$ cat src/rtl/evmode_pkg.sv
// Package: shared types for the event mode selector.
// Assumes a single-bit mode encoding, where 1 means the exposed interrupt path.
package evmode_pkg;

    typedef enum logic {
        MODE_LEGACY  = 1'b0,
        MODE_EXPOSED = 1'b1
    } evmode_e;

    typedef struct packed {
        evmode_e pending;
        evmode_e effective;
    } evmode_status_t;

endpackage

$ cat src/rtl/evmode_req_decode.sv
// Module: qualifies a support request by matching all three fields exactly.
// Assumes the fields are stable for the cycle in which req_valid is high.
module evmode_req_decode #(
    parameter int              FIELD_W  = 8,
    parameter logic [FIELD_W-1:0] FUNC_ID = 1,
    parameter logic [FIELD_W-1:0] REV_ID  = 1,
    parameter logic [FIELD_W-1:0] ARG_ON  = 1
) (
    input  logic               req_valid,
    input  logic [FIELD_W-1:0] req_func,
    input  logic [FIELD_W-1:0] req_rev,
    input  logic [FIELD_W-1:0] req_arg,
    output logic               req_hit
);

    logic func_ok, rev_ok, arg_ok;

    // Purpose: compare each field against its expected constant.
    always_comb begin
        func_ok = (req_func == FUNC_ID);
        rev_ok  = (req_rev  == REV_ID);
        arg_ok  = (req_arg  == ARG_ON);
        req_hit = req_valid && func_ok && rev_ok && arg_ok;
    end

endmodule

$ cat src/rtl/evmode_state.sv
// Module: retained pending and effective mode registers.
// Assumes that rst_n is only the power-on reset, since the registers model non-volatile bits.
// A boot pulse moves pending into effective and re-arms pending to legacy.
// A hit in the same cycle counts toward the new boot.
module evmode_state
    import evmode_pkg::*;
(
    input  logic    clk,
    input  logic    rst_n,
    input  logic    boot_pulse,
    input  logic    req_hit,
    output evmode_e pend_mode,
    output evmode_e eff_mode
);

    evmode_e pend_q, eff_q;

    // Purpose: update the effective mode, only at a boot pulse.
    always_ff @(posedge clk) begin
        if (!rst_n)
            eff_q <= MODE_LEGACY;
        else if (boot_pulse)
            eff_q <= pend_q;
    end

    // Purpose: collect support claims for the current boot.
    always_ff @(posedge clk) begin
        if (!rst_n)
            pend_q <= MODE_LEGACY;
        else if (req_hit)
            pend_q <= MODE_EXPOSED;
        else if (boot_pulse)
            pend_q <= MODE_LEGACY;
    end

    assign pend_mode = pend_q;
    assign eff_mode  = eff_q;

    a_r1_reset_legacy: assert property (@(posedge clk)
        $past(!rst_n) |-> (pend_q == MODE_LEGACY && eff_q == MODE_LEGACY));

    a_r3_eff_only_on_boot: assert property (@(posedge clk) disable iff (!rst_n)
        !boot_pulse |=> $stable(eff_q));

    a_r3_boot_loads_pending: assert property (@(posedge clk) disable iff (!rst_n)
        boot_pulse |=> (eff_q == $past(pend_q)));

    a_r2_hit_sets_pending: assert property (@(posedge clk) disable iff (!rst_n)
        req_hit |=> (pend_q == MODE_EXPOSED));

    a_r4_boot_rearms: assert property (@(posedge clk) disable iff (!rst_n)
        (boot_pulse && !req_hit) |=> (pend_q == MODE_LEGACY));

    a_r6_idle_holds_pending: assert property (@(posedge clk) disable iff (!rst_n)
        (!boot_pulse && !req_hit) |=> $stable(pend_q));

endmodule

$ cat src/rtl/evmode_route.sv
// Module: steers each event bit to exactly one path according to the effective mode.
// Assumes the mode input is a registered signal, so the path is purely combinational.
module evmode_route
    import evmode_pkg::*;
#(
    parameter int EVT_W = 16
) (
    input  evmode_e          eff_mode,
    input  logic [EVT_W-1:0] evt_in,
    output logic [EVT_W-1:0] evt_legacy,
    output logic [EVT_W-1:0] evt_exposed
);

    logic sel_exp;
    assign sel_exp = (eff_mode == MODE_EXPOSED);

    for (genvar g = 0; g < EVT_W; g++) begin : g_lane
        // Purpose: gate one event lane onto the selected path.
        always_comb begin
            evt_legacy[g]  = evt_in[g] & ~sel_exp;
            evt_exposed[g] = evt_in[g] &  sel_exp;
        end
    end

endmodule

$ cat src/rtl/evmode_selector.sv
// Module: top level of the boot-persistent event mode selector.
// Assumes boot_pulse is high for one cycle per boot and rst_n is the synchronous power-on reset.
module evmode_selector
    import evmode_pkg::*;
#(
    parameter int                 EVT_W   = 16,
    parameter int                 FIELD_W = 8,
    parameter logic [FIELD_W-1:0] FUNC_ID = 1,
    parameter logic [FIELD_W-1:0] REV_ID  = 1,
    parameter logic [FIELD_W-1:0] ARG_ON  = 1
) (
    input  logic               clk,
    input  logic               rst_n,
    input  logic               boot_pulse,
    input  logic               req_valid,
    input  logic [FIELD_W-1:0] req_func,
    input  logic [FIELD_W-1:0] req_rev,
    input  logic [FIELD_W-1:0] req_arg,
    input  logic [EVT_W-1:0]   evt_in,
    output logic [EVT_W-1:0]   evt_legacy,
    output logic [EVT_W-1:0]   evt_exposed,
    output logic               mode_exposed,
    output logic [1:0]         mode_status
);

    logic           req_hit;
    evmode_e        pend_mode, eff_mode;
    evmode_status_t status_w;

    evmode_req_decode #(
        .FIELD_W (FIELD_W),
        .FUNC_ID (FUNC_ID),
        .REV_ID  (REV_ID),
        .ARG_ON  (ARG_ON)
    ) i_decode (
        .req_valid (req_valid),
        .req_func  (req_func),
        .req_rev   (req_rev),
        .req_arg   (req_arg),
        .req_hit   (req_hit)
    );

    evmode_state i_state (
        .clk        (clk),
        .rst_n      (rst_n),
        .boot_pulse (boot_pulse),
        .req_hit    (req_hit),
        .pend_mode  (pend_mode),
        .eff_mode   (eff_mode)
    );

    evmode_route #(
        .EVT_W (EVT_W)
    ) i_route (
        .eff_mode    (eff_mode),
        .evt_in      (evt_in),
        .evt_legacy  (evt_legacy),
        .evt_exposed (evt_exposed)
    );

    // Purpose: pack the retained bits into the read-only status word.
    always_comb begin
        status_w.pending   = pend_mode;
        status_w.effective = eff_mode;
    end

    assign mode_status  = status_w;
    assign mode_exposed = (eff_mode == MODE_EXPOSED);

    a_r6_bad_request_ignored: assert property (@(posedge clk) disable iff (!rst_n)
        (req_valid && (req_func != FUNC_ID || req_rev != REV_ID || req_arg != ARG_ON))
            |-> !req_hit);

    a_r7_legacy_silent_when_exposed: assert property (@(posedge clk) disable iff (!rst_n)
        mode_exposed |-> (evt_legacy == '0 && evt_exposed == evt_in));

    a_r7_exposed_silent_when_legacy: assert property (@(posedge clk) disable iff (!rst_n)
        !mode_exposed |-> (evt_exposed == '0 && evt_legacy == evt_in));

    a_r8_paths_disjoint: assert property (@(posedge clk) disable iff (!rst_n)
        (evt_legacy & evt_exposed) == '0);

endmodule

$ cat config.mk
export PLATFORM = sky130hd
export DESIGN_NAME = evmode_selector
export DESIGN_NICKNAME = d
export VERILOG_FILES = /design/src/rtl/evmode_pkg.sv /design/src/rtl/evmode_req_decode.sv /design/src/rtl/evmode_state.sv /design/src/rtl/evmode_route.sv /design/src/rtl/evmode_selector.sv
export SDC_FILE = /design/constraint.sdc
export NUM_CORES = 1
export LEC_CHECK = 0
export BUFFER_PORTS_ARGS = -buffer_cell sky130_fd_sc_hd__buf_2
export CAP_MARGIN = 20
export CORE_MARGIN = 8
export CORE_UTILIZATION = 23
export CTS_BUF_LIST = sky130_fd_sc_hd__clkbuf_16
export DETAILED_ROUTE_END_ITERATION = 8
export HOLD_SLACK_MARGIN = 0.12
export PLACE_DENSITY = 0.76
export SYNTH_ARGS = -nofsm -noshare
export SYNTH_HDL_FRONTEND = slang
export SYNTH_SLANG_ARGS = --single-unit
$ cat constraint.sdc
create_clock -name clk -period 1.1 [get_ports clk]
set_clock_uncertainty 0.1 [all_clocks]
set_input_delay 0.11 -clock clk [delete_from_list [all_inputs] [get_ports clk]]
set_output_delay 0.11 -clock clk [all_outputs]
set_load 0.005 [all_outputs]
== After elaboration in Yosys (flattened, before gate mapping) ==
Cells that the tools add are included.

* Add/sub/neg operators: 0
* Divide/modulo/power cells: 0
* Multiplexer cells: 2
* Order comparisons: 0
* Bitwise logic cells: 33
* Shifts and indexed selects: 0
* $mul: 0
* Reductions and logical operators: 4
* Equal/unequal tests: 3

{| class="wikitable"
|+ Operators by type and width
! operator !! count
|-
| $and 1x1->1 || 32
|-
| $eq 8x1->1 const B || 3
|-
| $logic_and 1x1->1 || 3
|-
| $mux 1 || 2
|-
| $reduce_bool 2->1 || 1
|-
| $not 1->1 || 1
|}

* Memories: 0
* Bits in read-only memories: 0
* Bits in registers: 2
* Word-level logic and storage cells: 44
* Output and inout bits: 35
* Memory bits (writable): 0
* Bits in latches: 0

== Longest topological paths before layout ==
Gate-level depths: netlist (run 1).

* Word-level depth: 5
* Depth in mapped cells: 3
* Gate-level depth less buffers: 3

== Cells and area by module ==
From an unflattened synthesis (run 1), not the netlist that was laid out.

* Cells, all modules: 53
* Area, all modules: 380.4 um^2

{| class="wikitable"
|+ By module, submodules not included
! module !! area an instance (um^2) !! cells an instance !! times used !! seq. area each (um^2)
|-
| evmode_route || 216.5 || 35 || 1 || 0.0
|-
| evmode_req_decode || 78.8 || 10 || 1 || 0.0
|-
| evmode_state || 70.1 || 6 || 1 || 40.0
|-
| evmode_selector || 15.0 || 2 || 1 || 0.0
|}

== Least setup slack after synthesis (run 1) ==
OpenSTA, ideal clock, no wires.

* Path kind: register to output
* From: register i_state.eff_q, in the netlist i_state.eff_mode
* To: output evt_exposed[11]
* Data required time: 0.890 ns
* Setup slack: 0.153 ns
* Stages on the path, launching flop included: 3
* Data arrival time: 0.737 ns
* Cells stage by stage: dfxtp_1 > buf_2 > and2_1

* Cells in the longest elaborated chain, start to end: 1

{| class="wikitable"
|+ Ends and longest elaborated chain
! item !! RTL line !! text
|-
| from (decl) || evmode_state.sv:16 || <nowiki>evmode_e pend_q, eff_q;</nowiki>
|-
| from (signal assigned) || evmode_state.sv:23 || <nowiki>eff_q <= pend_q;</nowiki>
|-
| $and 1x1->1 || evmode_route.sv:21 || <nowiki>evt_exposed[g] = evt_in[g] & sel_exp;</nowiki>
|-
| to (decl) || evmode_selector.sv:21 || <nowiki>output logic [EVT_W-1:0] evt_exposed,</nowiki>
|}

No other way between the ends.

== Final worst setup path (run 1) ==
* From: register i_state.eff_q, in the netlist i_state.eff_mode
* To: output evt_exposed[1]

The elaborated chain is that of the path after synthesis.

==> results of run 1 <==
[sequential cells by signal (all words and copies together) (netlist names)]
register / count
i_state.eff_mode: 1
i_state.pend_mode: 1
[timing repair]
item                                    in CTS  in global routing
endpoints found under the setup margin      32                 32
resized for setup                            3                  2
cloned                                       1                  0
endpoints found under the hold margin        2                  1
[routing by layer]
| layer | track usage, % | part of all wire [%] | up-vias |
|---|---|---|---|
| li1 | - | - | 331 |
| met5 | 0 | 0 | - |
| met1 | 12.02 | 36 | 280 |
| met2 | 21.55 | 42 | 71 |
| met4 | 3.093 | 0.47 | 0 |
| met3 | 13.26 | 22 | 2 |
[metrics by stage]
step                      worst slack (ps)  cells  total power [mW]
final                               -80.13    148            0.7682
after detailed placement             122.7    142            0.2226
after global placement               151.2    142            0.2193
after global routing                -118.9    148            0.8094
after CTS                           -89.65    148            0.7761
after floorplan                      152.8     52            0.1108
[kinds of logic after synthesis]
kind of cell | after synthesis | synth area share, %
muxes | 1 | 2.676
AOI/OAI and AO/OA | 1 | 1.337
DFF | 2 | 10.70
and+or+nand+nor | 43 | 77.26
buffers and inverters | 5 | 8.024
[worst max path at each step]
stage | start | endpoint | slack, ps | cells past startpoint
2_1_floorplan | i_state.eff_mode$_SDFFE_PN0P_ | evt_exposed[11] | 150 | 2
3_3_place_gp | i_state.eff_mode$_SDFFE_PN0P_ | evt_exposed[3] | 150 | 3
5_1_grt | i_state.eff_mode$_SDFFE_PN0P_ | evt_exposed[1] | -120 | 3
4_1_cts | i_state.eff_mode$_SDFFE_PN0P_ | evt_exposed[1] | -90 | 3
6_report | i_state.eff_mode$_SDFFE_PN0P_ | evt_exposed[1] | -80 | 3
3_5_place_dp | i_state.eff_mode$_SDFFE_PN0P_ | evt_exposed[1] | 120 | 3
[Yosys cell counts, drive strengths merged]
| cell type | instances | area share, % |
|---|---|---|
| nor4bb | 2 | 5.4 |
| nor4 | 3 | 6.7 |
| nand3b | 1 | 2.0 |
| nor2 | 1 | 1.0 |
| dfxtp | 2 | 11 |
| nor4b | 1 | 4.0 |
| o21ai | 1 | 1.3 |
| mux2i | 1 | 2.7 |
| buf | 5 | 8.0 |
| nand4 | 1 | 1.7 |
| nand3 | 1 | 1.3 |
| and2 | 16 | 27 |
| nor2b | 17 | 28 |
[cell type report]
| cell class | instances | area [um2] |
|---|---|---|
| Fill cell | 135 | 608.1 |
| Timing Repair Buffer | 82 | 457.9 |
| Multi-Input combinational cell | 45 | 319.1 |
| Clock buffer | 3 | 75.07 |
| Sequential cell | 2 | 43.79 |
| Tap cell | 16 | 20.02 |
[worst max-delay path: stages (launching register included)]
cell     delay (ps)
dfxtp_4         350
buf_12          140
and2_1          130
buf_2           120
[power breakdown]
group | total, mW | internal (mW) | switching [mW]
sequential | 0.0707 | 0.0707 | 0.00000000277
clock | 0.539 | 0.462 | 0.0770
combinational | 0.159 | 0.103 | 0.0555
==> run metrics, run 1 <==
Vias=684; CP endpoint kind=output port; Rows=14; Slew HR=between 80 and 90%; DR iter-0 viols=4; setup violators final=32; Die Height=56.33 um; Avg Cell Area, Syn=7.194 um2; Mapped Area=about 370 um2; largest net degree at the start of global routing=19; Synthesized Nets=96; r2r worst-path depth=3; DRT Wirelength=2.141 mm; Starting Density=24.55%; post-place instance area=774.5 um2; hold path depth=4; Synth-to-Final Area Change=144.8%; max_cap viols=0; Final Hold Fails=0; Slew @ Worst Pin=291.3 ps; Crit Path Category=flip-flop to output port; Seq cells post-synth=2; H-tree depth=1; Period minus WS final=1180 ps; first-pass GRT wire length=3.560 mm; TritonCTS clock tree=yes; die span in x=between 50 and 60 um; Power Dens Cells=roughly 840 nW/um2; vias in the first global route=765; full die area=3173 um2; Clock transition at path regs=about 30 ps; period utilization=107.3%; Critical Path RT=about 890 ps; Synth Instances=52; Worst Hold Class=primary input to flip-flop; unrepaired setup endpoints after global routing=yes; GRT Total Usage=~14%; Final TNS setup=-2020 ps; Worst-Skew Late Latency=approximately 220 ps; failing checks=negative setup slack; CP startpoint kind=flip-flop; detailed placer's ending HPWL=1.749 mm; sequential area share after synthesis=between 10% and 20%; Netlist cell types=15; port bufs=78; HP Start=req_func[5]; GPL Wtd Cong=0.7481; Clock Path Buffers=2; Ports=79; Max VDD drop=0.8152 mV; CP Data Arrival Time=between 900 and 1000 ps; cts bufs inserted=3; ANT cells=0; Ys Warns=0; layout cells sized above 1=around two thirds; Hold WS=~65 ps; Initial DRT Pass Iterations=4; Final Max Slew Viols=0; fin worst setup slack=-80.13 ps; root buffer cell=clkbuf_16; final core utilization=60.10%; P_leak=0.5451 nW; Placeable Area=1524 um2; status=finished, violations left; R2R setup slack=190 ps; worst reg2reg endpoint=i_state.eff_mode$_SDFFE_PN0P_; RR Startpoint=i_state.eff_mode$_SDFFE_PN0P_; Final nets=roughly 180; detailed-route wire length per cell=14.47 um; clk sinks=2; commonest cells after routing, fill and taps aside=78 x buf_2, 16 x and2_1, 15 x nor2b_1; leading cell type in the layout, fill and taps excluded=buf_2; DRC=0; FMAX=847.4 MHz; Hold Path End=i_state.pend_mode$_SDFFE_PN0P_; hold buffers post-CTS=2; design area=915.9 um2; vias per cell=4.622; initial antenna violation count=0; Crit Path Max Fanout=18; post-CTS setup buffer count=0; grt ovf=0; Antenna Nets Post-Route=0
Power figures use the tool's default switching activity.
==> run 2, diff against run 1 <==
--- a/config.mk
+++ b/config.mk
@@ -5,14 +5,15 @@
 export SDC_FILE = /design/constraint.sdc
 export NUM_CORES = 1
 export LEC_CHECK = 0
-export BUFFER_PORTS_ARGS = -buffer_cell sky130_fd_sc_hd__buf_2
 export CAP_MARGIN = 20
-export CORE_MARGIN = 8
-export CORE_UTILIZATION = 23
+export CORE_AREA = 8 8 45 47
 export CTS_BUF_LIST = sky130_fd_sc_hd__clkbuf_16
 export DETAILED_ROUTE_END_ITERATION = 8
+export DIE_AREA = 0 0 53 55
+export DONT_BUFFER_PORTS = 1
 export HOLD_SLACK_MARGIN = 0.12
-export PLACE_DENSITY = 0.76
+export PLACE_DENSITY = 0.4
 export SYNTH_ARGS = -nofsm -noshare
 export SYNTH_HDL_FRONTEND = slang
 export SYNTH_SLANG_ARGS = --single-unit
+export TNS_END_PERCENT = 50
==> run metrics, run 2 (same netlist as run 1, synthesis figures left out) <==
setup violators final=2; sw frac=between 10% and 20%; Hold WS=-37.12 ps; Antenna Nets Post-Route=0; Final Max Slew Viols=0; ANT cells=0; Slew HR=82.74%; status=finished, violations left; grt ovf=0; detailed-route wire length per cell=22.06 um; clock network fraction of total power=about four fifths; vias in the first global route=around 460; Final Hold Fails=1; Initial DRT Pass Iterations=2; Worst-Skew Late Latency=220 ps; Ports=79; Period minus WS final=1102 ps; commonest cells after routing, fill and taps aside=14 x and2_1, 11 x nor2b_2, 4 x nor2b_4; final core utilization=42.68%; failing checks=negative hold slack, negative setup slack; period utilization=100.1%; vias per cell=5.843; leading cell type in the layout, fill and taps excluded=and2_1; CP Data Arrival Time=890 ps; Worst Hold Class=primary input to flip-flop; Crit Path Max Fanout=20; design area=590.6 um2; DR iter-0 viols=2; Critical Path RT=890 ps; detailed placer's ending HPWL=1.193 mm; largest net degree at the start of global routing=21; Clock transition at path regs=30 ps; unrepaired setup endpoints after global routing=yes; P_leak=0.2512 nW; Synth-to-Final Area Change=57.86%; Placeable Area=1384 um2; NetSw=0.1013 mW; CP startpoint kind=flip-flop; combinational power share=9.4%; initial antenna violation count=0; Crit Path Category=flip-flop to output port; Power Internal=0.5771 mW; clk sinks=2; Die Height=55 um; die span in x=53 um; DRT Wirelength=approximately 1.5 mm; H-tree depth=1; TritonCTS clock tree=yes; first-pass GRT wire length=between 2 and 2.5 mm; port bufs=0; Max VDD drop=roughly 0.79 mV; Rows=14; CP endpoint kind=output port; Power Dens Cells=1149 nW/um2; Vias=approximately 400; post-CTS setup buffer count=0; Starting Density=27.03%; GRT Total Usage=9.765%; hold buffers post-CTS=2; max_cap viols=0; layout cells sized above 1=48.15%; Final nets=100; Flop pwr share=10.4%; Clock Path Buffers=2; FMAX=just over 900 MHz; cts bufs inserted=3; post-place instance area=approximately 380 um2; DRC=0; fin worst setup slack=-1.621 ps; GPL Wtd Cong=0.7008; root buffer cell=clkbuf_16; Slew @ Worst Pin=256.5 ps; full die area=2915 um2
[run 2: cell count changes in the layout (fill, tap and decap cells not counted), sizes merged]
cell          change
dlymetal6s4s      +1
buf              -78
dlygate4sd3       -1
[run 2: path summary, 6_finish.rpt]
| check | endpoint | slack [ps] | cells past startpoint | start |
|---|---|---|---|---|
| max | evt_exposed[3] | -2 | 2 | i_state.eff_mode$_SDFFE_PN0P_ |
| min | i_state.pend_mode$_SDFFE_PN0P_ | -40 | 3 | req_func[1] |
| max reg2reg | i_state.eff_mode$_SDFFE_PN0P_ | 170 | 3 | i_state.eff_mode$_SDFFE_PN0P_ |
| min reg2reg | i_state.pend_mode$_SDFFE_PN0P_ | 410 | 2 | i_state.pend_mode$_SDFFE_PN0P_ |
[run 2: repair_timing]
item | in CTS | in global routing
endpoints found under the setup margin | 16 | 30
endpoints found under the hold margin | 2 | 1
cloned | 1 | 0
gates resized for setup | 21 | 6
[run 2: power by group through the flow]
stage / Clock (mW) / Sequential [mW] / Combinational [mW]
6_report: 0.544 / 0.0707 / 0.0641
5_1_grt: 0.568 / 0.0707 / 0.0684
4_1_cts: 0.549 / 0.0707 / 0.0592
3_5_place_dp: 0 / 0.0740 / 0.0420
3_3_place_gp: 0 / 0.0740 / 0.0423
2_1_floorplan: 0 / 0.0740 / 0.0367
[run 2: routing by layer]
layer	track usage (%)	wire length (um)
met1	8.623	475
met2	16.80	748
met3	5.615	309
met4	6.466	10
met5	0	0
[run 2: metrics by stage]
step                instances  power (mW)  hold slack [ps]  worst slack, ps  setup TNS (ps)
finish                     70      0.6784           -37.12           -1.621          -1.664
global route               70      0.7071           -6.985           -41.89          -689.1
CTS                        70      0.6787           -23.09           -10.66          -93.31
detailed placement         64      0.1160            148.0            197.0               0
global placement           64      0.1163            144.1            218.1               0
floorplan                  52      0.1108            138.2            152.8               0
[run 2: layout make-up]
cell class | instances | area, um2
Multi-Input combinational cell | 45 | 381.6
Sequential cell | 2 | 43.79
Fill cell | 135 | 793.3
Tap cell | 16 | 20.02
Timing Repair Buffer | 4 | 70.07
Clock buffer | 3 | 75.07
[run 2: worst max-delay path, stage by stage, from the launching register on]
cell     delay (ps)
dfxtp_4         370
buf_12          150
and2_1          150
